<file path="src/rtl/bsu_pkg.sv">
package bsu_pkg;

    typedef enum logic [2:0] {
        OP_NONE      = 3'd0,
        OP_BR_R0     = 3'd1,
        OP_BR_STAGE  = 3'd2,
        OP_STAGE_RST = 3'd3,
        OP_STAGE_INC = 3'd4
    } op_e;

    typedef enum logic [1:0] {
        CMP_EQ    = 2'd0,
        CMP_LT    = 2'd1,
        CMP_GE    = 2'd2,
        CMP_NEVER = 2'd3
    } cmp_e;

    typedef enum logic [1:0] {
        S_IDLE   = 2'd0,
        S_BRANCH = 2'd1,
        S_STAGE  = 2'd2
    } state_e;

endpackage

</file>
<file path="src/rtl/bsu_compare.sv">
module bsu_compare
    import bsu_pkg::*;
#(
    parameter int W = 16
) (
    input  logic [W-1:0] lhs,
    input  logic [W-1:0] rhs,
    input  logic [1:0]   cond,
    output logic         hit
);

    always_comb begin
        unique case (cmp_e'(cond))
            CMP_EQ:    hit = (lhs == rhs);
            CMP_LT:    hit = (lhs <  rhs);
            CMP_GE:    hit = (lhs >= rhs);
            CMP_NEVER: hit = 1'b0;
            default:   hit = 1'b0;
        endcase
    end

endmodule

</file>
<file path="src/rtl/bsu_stage_counter.sv">
module bsu_stage_counter #(
    parameter int W = 8
) (
    input  logic         clk,
    input  logic         rst_n,
    input  logic         clr,
    input  logic         add_en,
    input  logic [W-1:0] add_amt,
    output logic [W-1:0] cnt
);

    always_ff @(posedge clk) begin
        if (!rst_n) begin
            cnt <= '0;
        end else if (clr) begin
            cnt <= '0;
        end else if (add_en) begin
            cnt <= cnt + add_amt;
        end
    end

endmodule

</file>
<file path="src/rtl/bsu_target.sv">
module bsu_target #(
    parameter int PC_W  = 11,
    parameter int OFS_W = 8,
    parameter int SHIFT = 2
) (
    input  logic [PC_W-1:0]  pc,
    input  logic [OFS_W-1:0] ofs,
    input  logic             take,
    output logic [PC_W-1:0]  dest
);

    logic signed [OFS_W-1:0] word_ofs;
    logic        [PC_W-1:0]  word_ofs_ext;

    assign word_ofs = $signed(ofs) >>> SHIFT;

    generate
        if (PC_W > OFS_W) begin : g_extend
            assign word_ofs_ext = {{(PC_W-OFS_W){word_ofs[OFS_W-1]}}, word_ofs};
        end else begin : g_trunc
            assign word_ofs_ext = word_ofs[PC_W-1:0];
        end
    endgenerate

    always_comb begin
        if (take) begin
            dest = pc + word_ofs_ext;
        end else begin
            dest = pc + PC_W'(1);
        end
    end

endmodule

</file>
<file path="src/rtl/branch_stage_unit.sv">
module branch_stage_unit
    import bsu_pkg::*;
#(
    parameter int PC_W      = 11,
    parameter int DATA_W    = 16,
    parameter int CNT_W     = 8,
    parameter int OFS_W     = 8,
    parameter int OFS_SHIFT = 2
) (
    input  logic              clk,
    input  logic              rst_n,
    input  logic [2:0]        op_kind,
    input  logic [PC_W-1:0]   cur_pc,
    input  logic [DATA_W-1:0] r0_val,
    input  logic [DATA_W-1:0] thresh,
    input  logic [1:0]        cond,
    input  logic [OFS_W-1:0]  byte_ofs,
    input  logic [CNT_W-1:0]  inc_amt,
    output logic              done,
    output logic              taken,
    output logic [PC_W-1:0]   next_pc,
    output logic [CNT_W-1:0]  stage_cnt
);

    localparam int TH_LO_W = (CNT_W < DATA_W) ? CNT_W : DATA_W;

    logic is_br_r0, is_br_stage, is_clr, is_add;
    logic hit_r0, hit_stage, br_hit;
    logic [PC_W-1:0]  resolved_pc;
    logic [CNT_W-1:0] stage_thresh;

    state_e          state_q, state_d;
    logic            taken_q;
    logic [PC_W-1:0] pc_q;

    // operation decode
    always_comb begin
        is_br_r0    = 1'b0;
        is_br_stage = 1'b0;
        is_clr      = 1'b0;
        is_add      = 1'b0;
        case (op_kind)
            OP_BR_R0:     is_br_r0    = 1'b1;
            OP_BR_STAGE:  is_br_stage = 1'b1;
            OP_STAGE_RST: is_clr      = 1'b1;
            OP_STAGE_INC: is_add      = 1'b1;
            default:      ;
        endcase
    end

    assign stage_thresh = CNT_W'(thresh[TH_LO_W-1:0]);

    bsu_compare #(.W(DATA_W)) u_cmp_r0 (
        .lhs  (r0_val),
        .rhs  (thresh),
        .cond (cond),
        .hit  (hit_r0)
    );

    bsu_compare #(.W(CNT_W)) u_cmp_stage (
        .lhs  (stage_cnt),
        .rhs  (stage_thresh),
        .cond (cond),
        .hit  (hit_stage)
    );

    assign br_hit = (is_br_r0 & hit_r0) | (is_br_stage & hit_stage);

    bsu_target #(.PC_W(PC_W), .OFS_W(OFS_W), .SHIFT(OFS_SHIFT)) u_target (
        .pc   (cur_pc),
        .ofs  (byte_ofs),
        .take (br_hit),
        .dest (resolved_pc)
    );

    bsu_stage_counter #(.W(CNT_W)) u_stage (
        .clk     (clk),
        .rst_n   (rst_n),
        .clr     (is_clr),
        .add_en  (is_add),
        .add_amt (inc_amt),
        .cnt     (stage_cnt)
    );

    // next-state selection: every state follows the presented operation
    always_comb begin
        if (is_br_r0 || is_br_stage) begin
            state_d = S_BRANCH;
        end else if (is_clr || is_add) begin
            state_d = S_STAGE;
        end else begin
            state_d = S_IDLE;
        end
    end

    // state register with captured branch result
    always_ff @(posedge clk) begin
        if (!rst_n) begin
            state_q <= S_IDLE;
            taken_q <= 1'b0;
            pc_q    <= '0;
        end else begin
            state_q <= state_d;
            taken_q <= br_hit;
            if (state_d != S_IDLE) begin
                pc_q <= resolved_pc;
            end
        end
    end

    // output decode
    always_comb begin
        next_pc = pc_q;
        unique case (state_q)
            S_IDLE: begin
                done  = 1'b0;
                taken = 1'b0;
            end
            S_BRANCH: begin
                done  = 1'b1;
                taken = taken_q;
            end
            S_STAGE: begin
                done  = 1'b1;
                taken = 1'b0;
            end
            default: begin
                done  = 1'b0;
                taken = 1'b0;
            end
        endcase
    end

endmodule

</file>
<file path="config.mk">
export PLATFORM = sky130hd
export DESIGN_NAME = branch_stage_unit
export DESIGN_NICKNAME = d
export VERILOG_FILES = /design/src/rtl/bsu_pkg.sv /design/src/rtl/bsu_compare.sv /design/src/rtl/bsu_stage_counter.sv /design/src/rtl/bsu_target.sv /design/src/rtl/branch_stage_unit.sv
export SDC_FILE = /design/constraint.sdc
export NUM_CORES = 1
export LEC_CHECK = 0
export ABC_AREA = 1
export BUFFER_PORTS_ARGS = -buffer_cell sky130_fd_sc_hd__buf_2
export CORE_MARGIN = 3
export CORE_UTILIZATION = 50
export DETAILED_ROUTE_END_ITERATION = 8
export PLACE_DENSITY = 0.78
export SYNTH_ARGS = -nofsm -noshare
export SYNTH_HDL_FRONTEND = slang
export SYNTH_SLANG_ARGS = --single-unit
</file>
<file path="constraint.sdc">
create_clock -name clk -period 3.8 [get_ports clk]
set_input_delay 0.57 -clock clk [delete_from_list [all_inputs] [get_ports clk]]
set_output_delay 0.57 -clock clk [all_outputs]
set_load 0.05 [all_outputs]
</file>
After elaboration in Yosys (flattened, before gate mapping)
Cells that the tools add are included.
{"block": "word_totals", "word_cells": 43, "rom_bits": 0, "n_memories": 0, "output_inout_bits": 21, "latch_bits": 0, "mem_bits_rw": 0, "register_bits": 22}
{"block": "classes", "muxes": 11, "addsub": 3, "reduce_logical": 6, "magnitude_cmp": 4, "div_mod_pow": 0, "bitwise": 4, "n_shift": 0, "multipliers": 0, "eq_ne": 11}
{"operator": "$eq A16 B16 Y1", "count": 1}
{"operator": "$ge A16 B16 Y1", "count": 1}
{"operator": "$lt A16 B16 Y1", "count": 1}
{"operator": "$add A11 B1 Y11 const B", "count": 1}
{"operator": "$add A11 B11 Y11", "count": 1}
{"operator": "$mux W11", "count": 1}
{"operator": "$add A8 B8 Y8", "count": 1}
{"operator": "$eq A8 B8 Y1", "count": 1}
{"operator": "$ge A8 B8 Y1", "count": 1}
{"operator": "$lt A8 B8 Y1", "count": 1}
{"operator": "$pmux W1 S4", "count": 2}
{"operator": "$eq A2 B2 Y1 const B", "count": 3}
{"operator": "$eq A3 B2 Y1 const B", "count": 2}
{"operator": "$mux W1", "count": 6}
{"operator": "$eq A2 B1 Y1 const B", "count": 2}
{"operator": "$mux W2", "count": 2}
{"operator": "$reduce_or A2 Y1", "count": 2}
{"operator": "$eq A3 B1 Y1 const B", "count": 1}
{"operator": "$eq A3 B3 Y1 const B", "count": 1}
{"operator": "$and A1 B1 Y1", "count": 2}
{"operator": "$logic_not A2 Y1", "count": 1}
{"operator": "$logic_or A1 B1 Y1", "count": 2}
{"operator": "$reduce_bool A2 Y1", "count": 1}
{"operator": "$not A1 Y1", "count": 1}
{"operator": "$or A1 B1 Y1", "count": 1}

Depth between registers and ports, before layout
{"block": "logic_depth", "depth_word": 6, "depth_mapped": 30}

Modules after synthesis
From an unflattened synthesis, not the netlist that was laid out.
{"block": "hier_totals", "hier_cells": 434, "area_unflattened_um2": 2722.6}
{"mod": "bsu_stage_counter", "seq_area_each_um2": 160.2, "cells_each": 97, "area_each_um2": 670.6, "n_inst": 1}
{"mod": "branch_stage_unit", "seq_area_each_um2": 280.3, "cells_each": 103, "area_each_um2": 666.9, "n_inst": 1}
{"mod": "bsu_target", "seq_area_each_um2": 0.0, "cells_each": 111, "area_each_um2": 611.8, "n_inst": 1}
{"mod": "bsu_compare (u_cmp_r0)", "seq_area_each_um2": 0.0, "cells_each": 80, "area_each_um2": 490.5, "n_inst": 1}
{"mod": "bsu_compare (u_cmp_stage)", "seq_area_each_um2": 0.0, "cells_each": 43, "area_each_um2": 282.8, "n_inst": 1}

Least setup slack after synthesis
No wires, ideal clock.
{"block": "synth_timing", "path_kind": "register to register", "start": "register u_stage.cnt[7]", "end": "register pc_q[8] (netlist: next_pc[8])", "setup_slack_ps": 609, "path_stages_with_launch": 21, "synth_period_minus_slack_ps": 3191, "arrival_ps": 3078, "setup_ps": 113, "required_time_ps": 3687, "cell_sequence": "dfxtp_1 > ha_1 > a21oi_1 > o21a_1 > nand4_1 > nand2_1 > nand2_1 > nand2_4 > inv_2 > or2_1 > ha_1 > inv_1 > fa_1 > inv_1 > a21oi_1 > nor2_1 > o21ai_1 > nand2_1 > xor2_1 > o21ai_1 > inv_1"}
{"block": "synth_via", "elab_chain_len": 5, "word_cells_on_any_way": 7}
{"element": "start: declaration", "line_no": "bsu_stage_counter.sv:9", "text": "output logic [W-1:0] cnt"}
{"element": "start signal: assignment", "line_no": "bsu_stage_counter.sv:18", "text": "cnt <= cnt + add_amt;"}
{"element": "$ge A8 B8 Y1 (tied with other cells)", "line_no": "bsu_compare.sv:16", "text": "CMP_GE: hit = (lhs >= rhs);"}
{"element": "$pmux W1 S4 *", "line_no": "bsu_compare.sv:13", "text": "unique case (cmp_e'(cond))"}
{"element": "$and A1 B1 Y1 *", "line_no": "branch_stage_unit.sv:67", "text": "assign br_hit = (is_br_r0 & hit_r0) | (is_br_stage & hit_stage);"}
{"element": "$or A1 B1 Y1 *", "line_no": "branch_stage_unit.sv:67"}
{"element": "$mux W11 *", "line_no": "bsu_target.sv:26", "text": "if (take) begin"}
{"element": "end signal: assignment", "line_no": "branch_stage_unit.sv:106", "text": "pc_q <= resolved_pc;"}
{"element": "end: declaration", "line_no": "branch_stage_unit.sv:34", "text": "logic [PC_W-1:0] pc_q;"}
Every way passes the cells marked *; elsewhere a longest branch is shown, timed or not.
A chain may end at the register's enable or synchronous reset.

Worst setup path in the final report
{"block": "layout_timing", "start": "input port thresh[7]", "end": "register pc_q[8] (netlist: next_pc[8])"}
{"block": "layout_via", "elab_chain_len": 5, "word_cells_on_any_way": 12}
{"element": "start: declaration", "line_no": "branch_stage_unit.sv:15", "text": "input logic [DATA_W-1:0] thresh,"}
{"element": "$ge A16 B16 Y1 (tied with other cells)", "line_no": "bsu_compare.sv:16"}
{"element": "$pmux W1 S4", "line_no": "bsu_compare.sv:13"}
{"element": "$and A1 B1 Y1", "line_no": "branch_stage_unit.sv:67"}
{"element": "$or A1 B1 Y1 *", "line_no": "branch_stage_unit.sv:67"}
{"element": "$mux W11 *", "line_no": "bsu_target.sv:26"}
Marks and branches as above.

==> run summary <==
vias in the first global route -> 2223
f_max -> 0.299 GHz
Post CTS Setup Buffer Count -> 0
IO Pins -> 87
Mapped Cells -> 336
Post-synth ARST share -> 0
Critical Path AT -> 3.51 ns
Remaining DRCs -> 0
cell with the most instances after synthesis -> inv_1
total negative slack -> 0 ns
DR WL/cell -> 10.9 um
grt total ovfl -> 0
post-CTS resize count -> 0
total number of vias -> 2323
final worst path period need -> 3.34 ns
final clock period utilization by the worst path -> 0.880
Netlist cell types -> 31
register bit total from synthesis -> 22
Reg clk slew, reported paths -> 0.08 ns
Worst-Skew Late Latency -> 0.26 ns
Nets -> 533
Initial Util -> 0.544
# setup viols final -> 0
Synth-to-Final Area Change -> 23.0%
Max-Cap Viols -> 0
RSZ-0062 raised after global routing -> false
Rows -> 23
H-tree Lvls -> 1
cts bufs inserted -> 3
Pwr Density -> 254 mW/mm^2
synth top area cells -> ha_1, dfxtp_1, inv_1
Starting DRT DRC Count -> 87
Final Hold Fails -> 0
initial antenna violation count -> 0
Post-Synthesis Cell Area -> 0.00229 mm^2
final slew viol count -> 0
Mapped Avg Cell Area -> 6.80 um^2
CTS Sinks -> 22
Worst R2R Start -> u_stage.cnt[7]$_SDFFE_PP0N_
Synthesized Nets -> 446
GPL Wtd Cong -> 0.861
vias per cell -> 4.92
slew margin rel. -> 0.792
cts hold-fix bufs -> 0
Synthesis Warnings -> 0
core footprint -> 0.00420 mm^2
WHS Path Cells -> 2
input/output buffers -> 84
ANT cells -> 0
Final Util -> 0.669
DR pass1 iterations -> 4
Leakage -> 0.00170 uW
Post-synth EDFFs -> 0
sequential area share after synthesis -> 0.193
Worst-Margin Slew -> 0.311 ns
VDD IR-drop max -> 0.000132 V
layout cells sized above 1 -> 0.249
Crit Path Class -> primary input to register
FF-to-FF path depth -> 22
CP Max Fanout -> 5
hold crit path type -> register to register
critical path endpoint category -> register
post-DP HPWL -> 4440 um
Post-DRT Antenna Nets -> 0
WHS Endpoint -> u_stage.cnt[0]$_SDFFE_PP0N_
Hold WS -> 0.514 ns
first-pass GRT wire length -> 8690 um
DRT Wirelength -> 5130 um
startpoint types -> primary input
Synth top cells by count -> inv_1, nand2_1, nor2_1
root buffer cell -> clkbuf_8
r2r setup slk -> 0.64 ns
die area -> 0.00542 mm^2
largest net degree at the start of global routing -> 18
chip height -> 73.6 um
die width -> 73.6 um
Clock Skews -> 0.00464 ns
Synth top area share -> 0.230
Crit Reg-Reg Endpoint -> next_pc[8]$_SDFFE_PN0P_
gr usage total -> 0.197
status -> finished, final reports clean
biggest area consumer among synthesized cells -> ha_1
CTS tree -> built
Worst Path Required -> 3.97 ns
clock tree buffer depth -> 2
hold_sp -> u_stage.cnt[0]$_SDFFE_PP0N_
Post-synth top flop -> dfxtp_1
==> critical path: stages <==
cell and delay (ns):
buf_2 0.07, inv_1 0.05, ha_1 0.29, nand2_1 0.06, nor2_1 0.17, nand2_1 0.08, nand2_1 0.07, nand2_1 0.07
nand2_1 0.07, nand2_1 0.04, nand2_1 0.05, nand2_1 0.05, nand2_1 0.07, nand2_2 0.06, nand2_4 0.10, inv_2 0.07
or2_1 0.21, ha_1 0.21, inv_1 0.10, fa_1 0.24, inv_1 0.07, a21oi_1 0.20, nor2_1 0.06, o21ai_1 0.11
nand2_1 0.07, xor2_1 0.14, o21ai_1 0.11, inv_1 0.04
==> where the power goes <==
group | leakage (uW) | internal [uW] | total [uW] | switching, uW
Combinational | 0.00149 | 103 | 287 | 184
Sequential | 0.000181 | 249 | 260 | 11.9
Clock | 0.0000288 | 92.4 | 167 | 75.0
==> through the flow <==
stage / setup WS [ns] / power [uW] / area (um^2) / std cells
floorplan: 0.609 / 472 / 2290 / 336
finish: 0.456 / 715 / 2810 / 472
global route: 0.101 / 767 / 2810 / 472
global placement: 0.211 / 548 / 2760 / 468
detailed placement: 0.159 / 554 / 2760 / 468
CTS: 0.439 / 722 / 2810 / 472
==> per-layer routing <==
metal	GRT usage	up-vias	share of wire
li1	-	1254	-
met3	0.0287	4	0.056
met5	0	-	0
met2	0.368	60	0.50
met1	0.238	1005	0.43
met4	0.0322	0	0.0078
==> layout make-up <==
type | count | area (um^2)
Multi-Input combinational cell | 242 | 1570
Fill cell | 401 | 1390
Sequential cell | 22 | 440
Timing Repair Buffer | 85 | 428
Inverter | 69 | 259
Tap cell | 50 | 62.6
Clock buffer | 4 | 55.1
==> cells in the final DEF, fill, tap and decap left out <==
cell type,n
o21bai_1,1
nor3_2,2
o21ai_1,17
buf_2,84
nand3_1,10
xor2_1,12
inv_2,5
a211oi_1,3
dfxtp_1,22
clkbuf_8,4
inv_1,64
nand2_4,2
nand2_2,4
o21a_1,1
xnor2_1,2
o21ai_0,6
nand2_1,46
a21oi_2,2
nor3_1,6
ha_1,42
fa_1,2
buf_4,1
a21o_1,1
o31ai_1,2
nand4_1,3
or2_2,1
a21oi_1,29
nor2_1,43
o211ai_1,1
o2111ai_1,1
a31oi_1,1
or2_1,2
==> kinds of logic (layout without fill, tap and decap cells) <==
logic type | Yosys count | after routing | share of synthesized area
buffers and inverters | 72 | 158 | 0.122
AND/OR/NAND/NOR | 119 | 119 | 0.227
XOR/XNOR | 14 | 14 | 0.0536
flip-flops | 22 | 22 | 0.193
adder cells (fa/ha/maj) | 44 | 44 | 0.247
AO/OA/AOI/OAI | 65 | 65 | 0.158
==> how the worst max path moves through the flow <==
stage                                     start                       to  slack (ns)  cells past startpoint
global route                          thresh[7]  next_pc[8]$_SDFFE_PN0P_        0.10                     28
CTS                                   thresh[7]  next_pc[8]$_SDFFE_PN0P_        0.44                     28
global placement                      thresh[7]  next_pc[8]$_SDFFE_PN0P_        0.21                     28
detailed placement                    thresh[7]  next_pc[8]$_SDFFE_PN0P_        0.16                     28
finish                                thresh[7]  next_pc[8]$_SDFFE_PN0P_        0.46                     28
floorplan           u_stage.cnt[7]$_SDFFE_PP0N_  next_pc[8]$_SDFFE_PN0P_        0.61                     20
==> sequential cells by signal (all words and copies together) (netlist names) <==
name         flops
taken_q          1
next_pc         11
state_q          2
u_stage.cnt      8
Power figures use the tool's default switching activity.
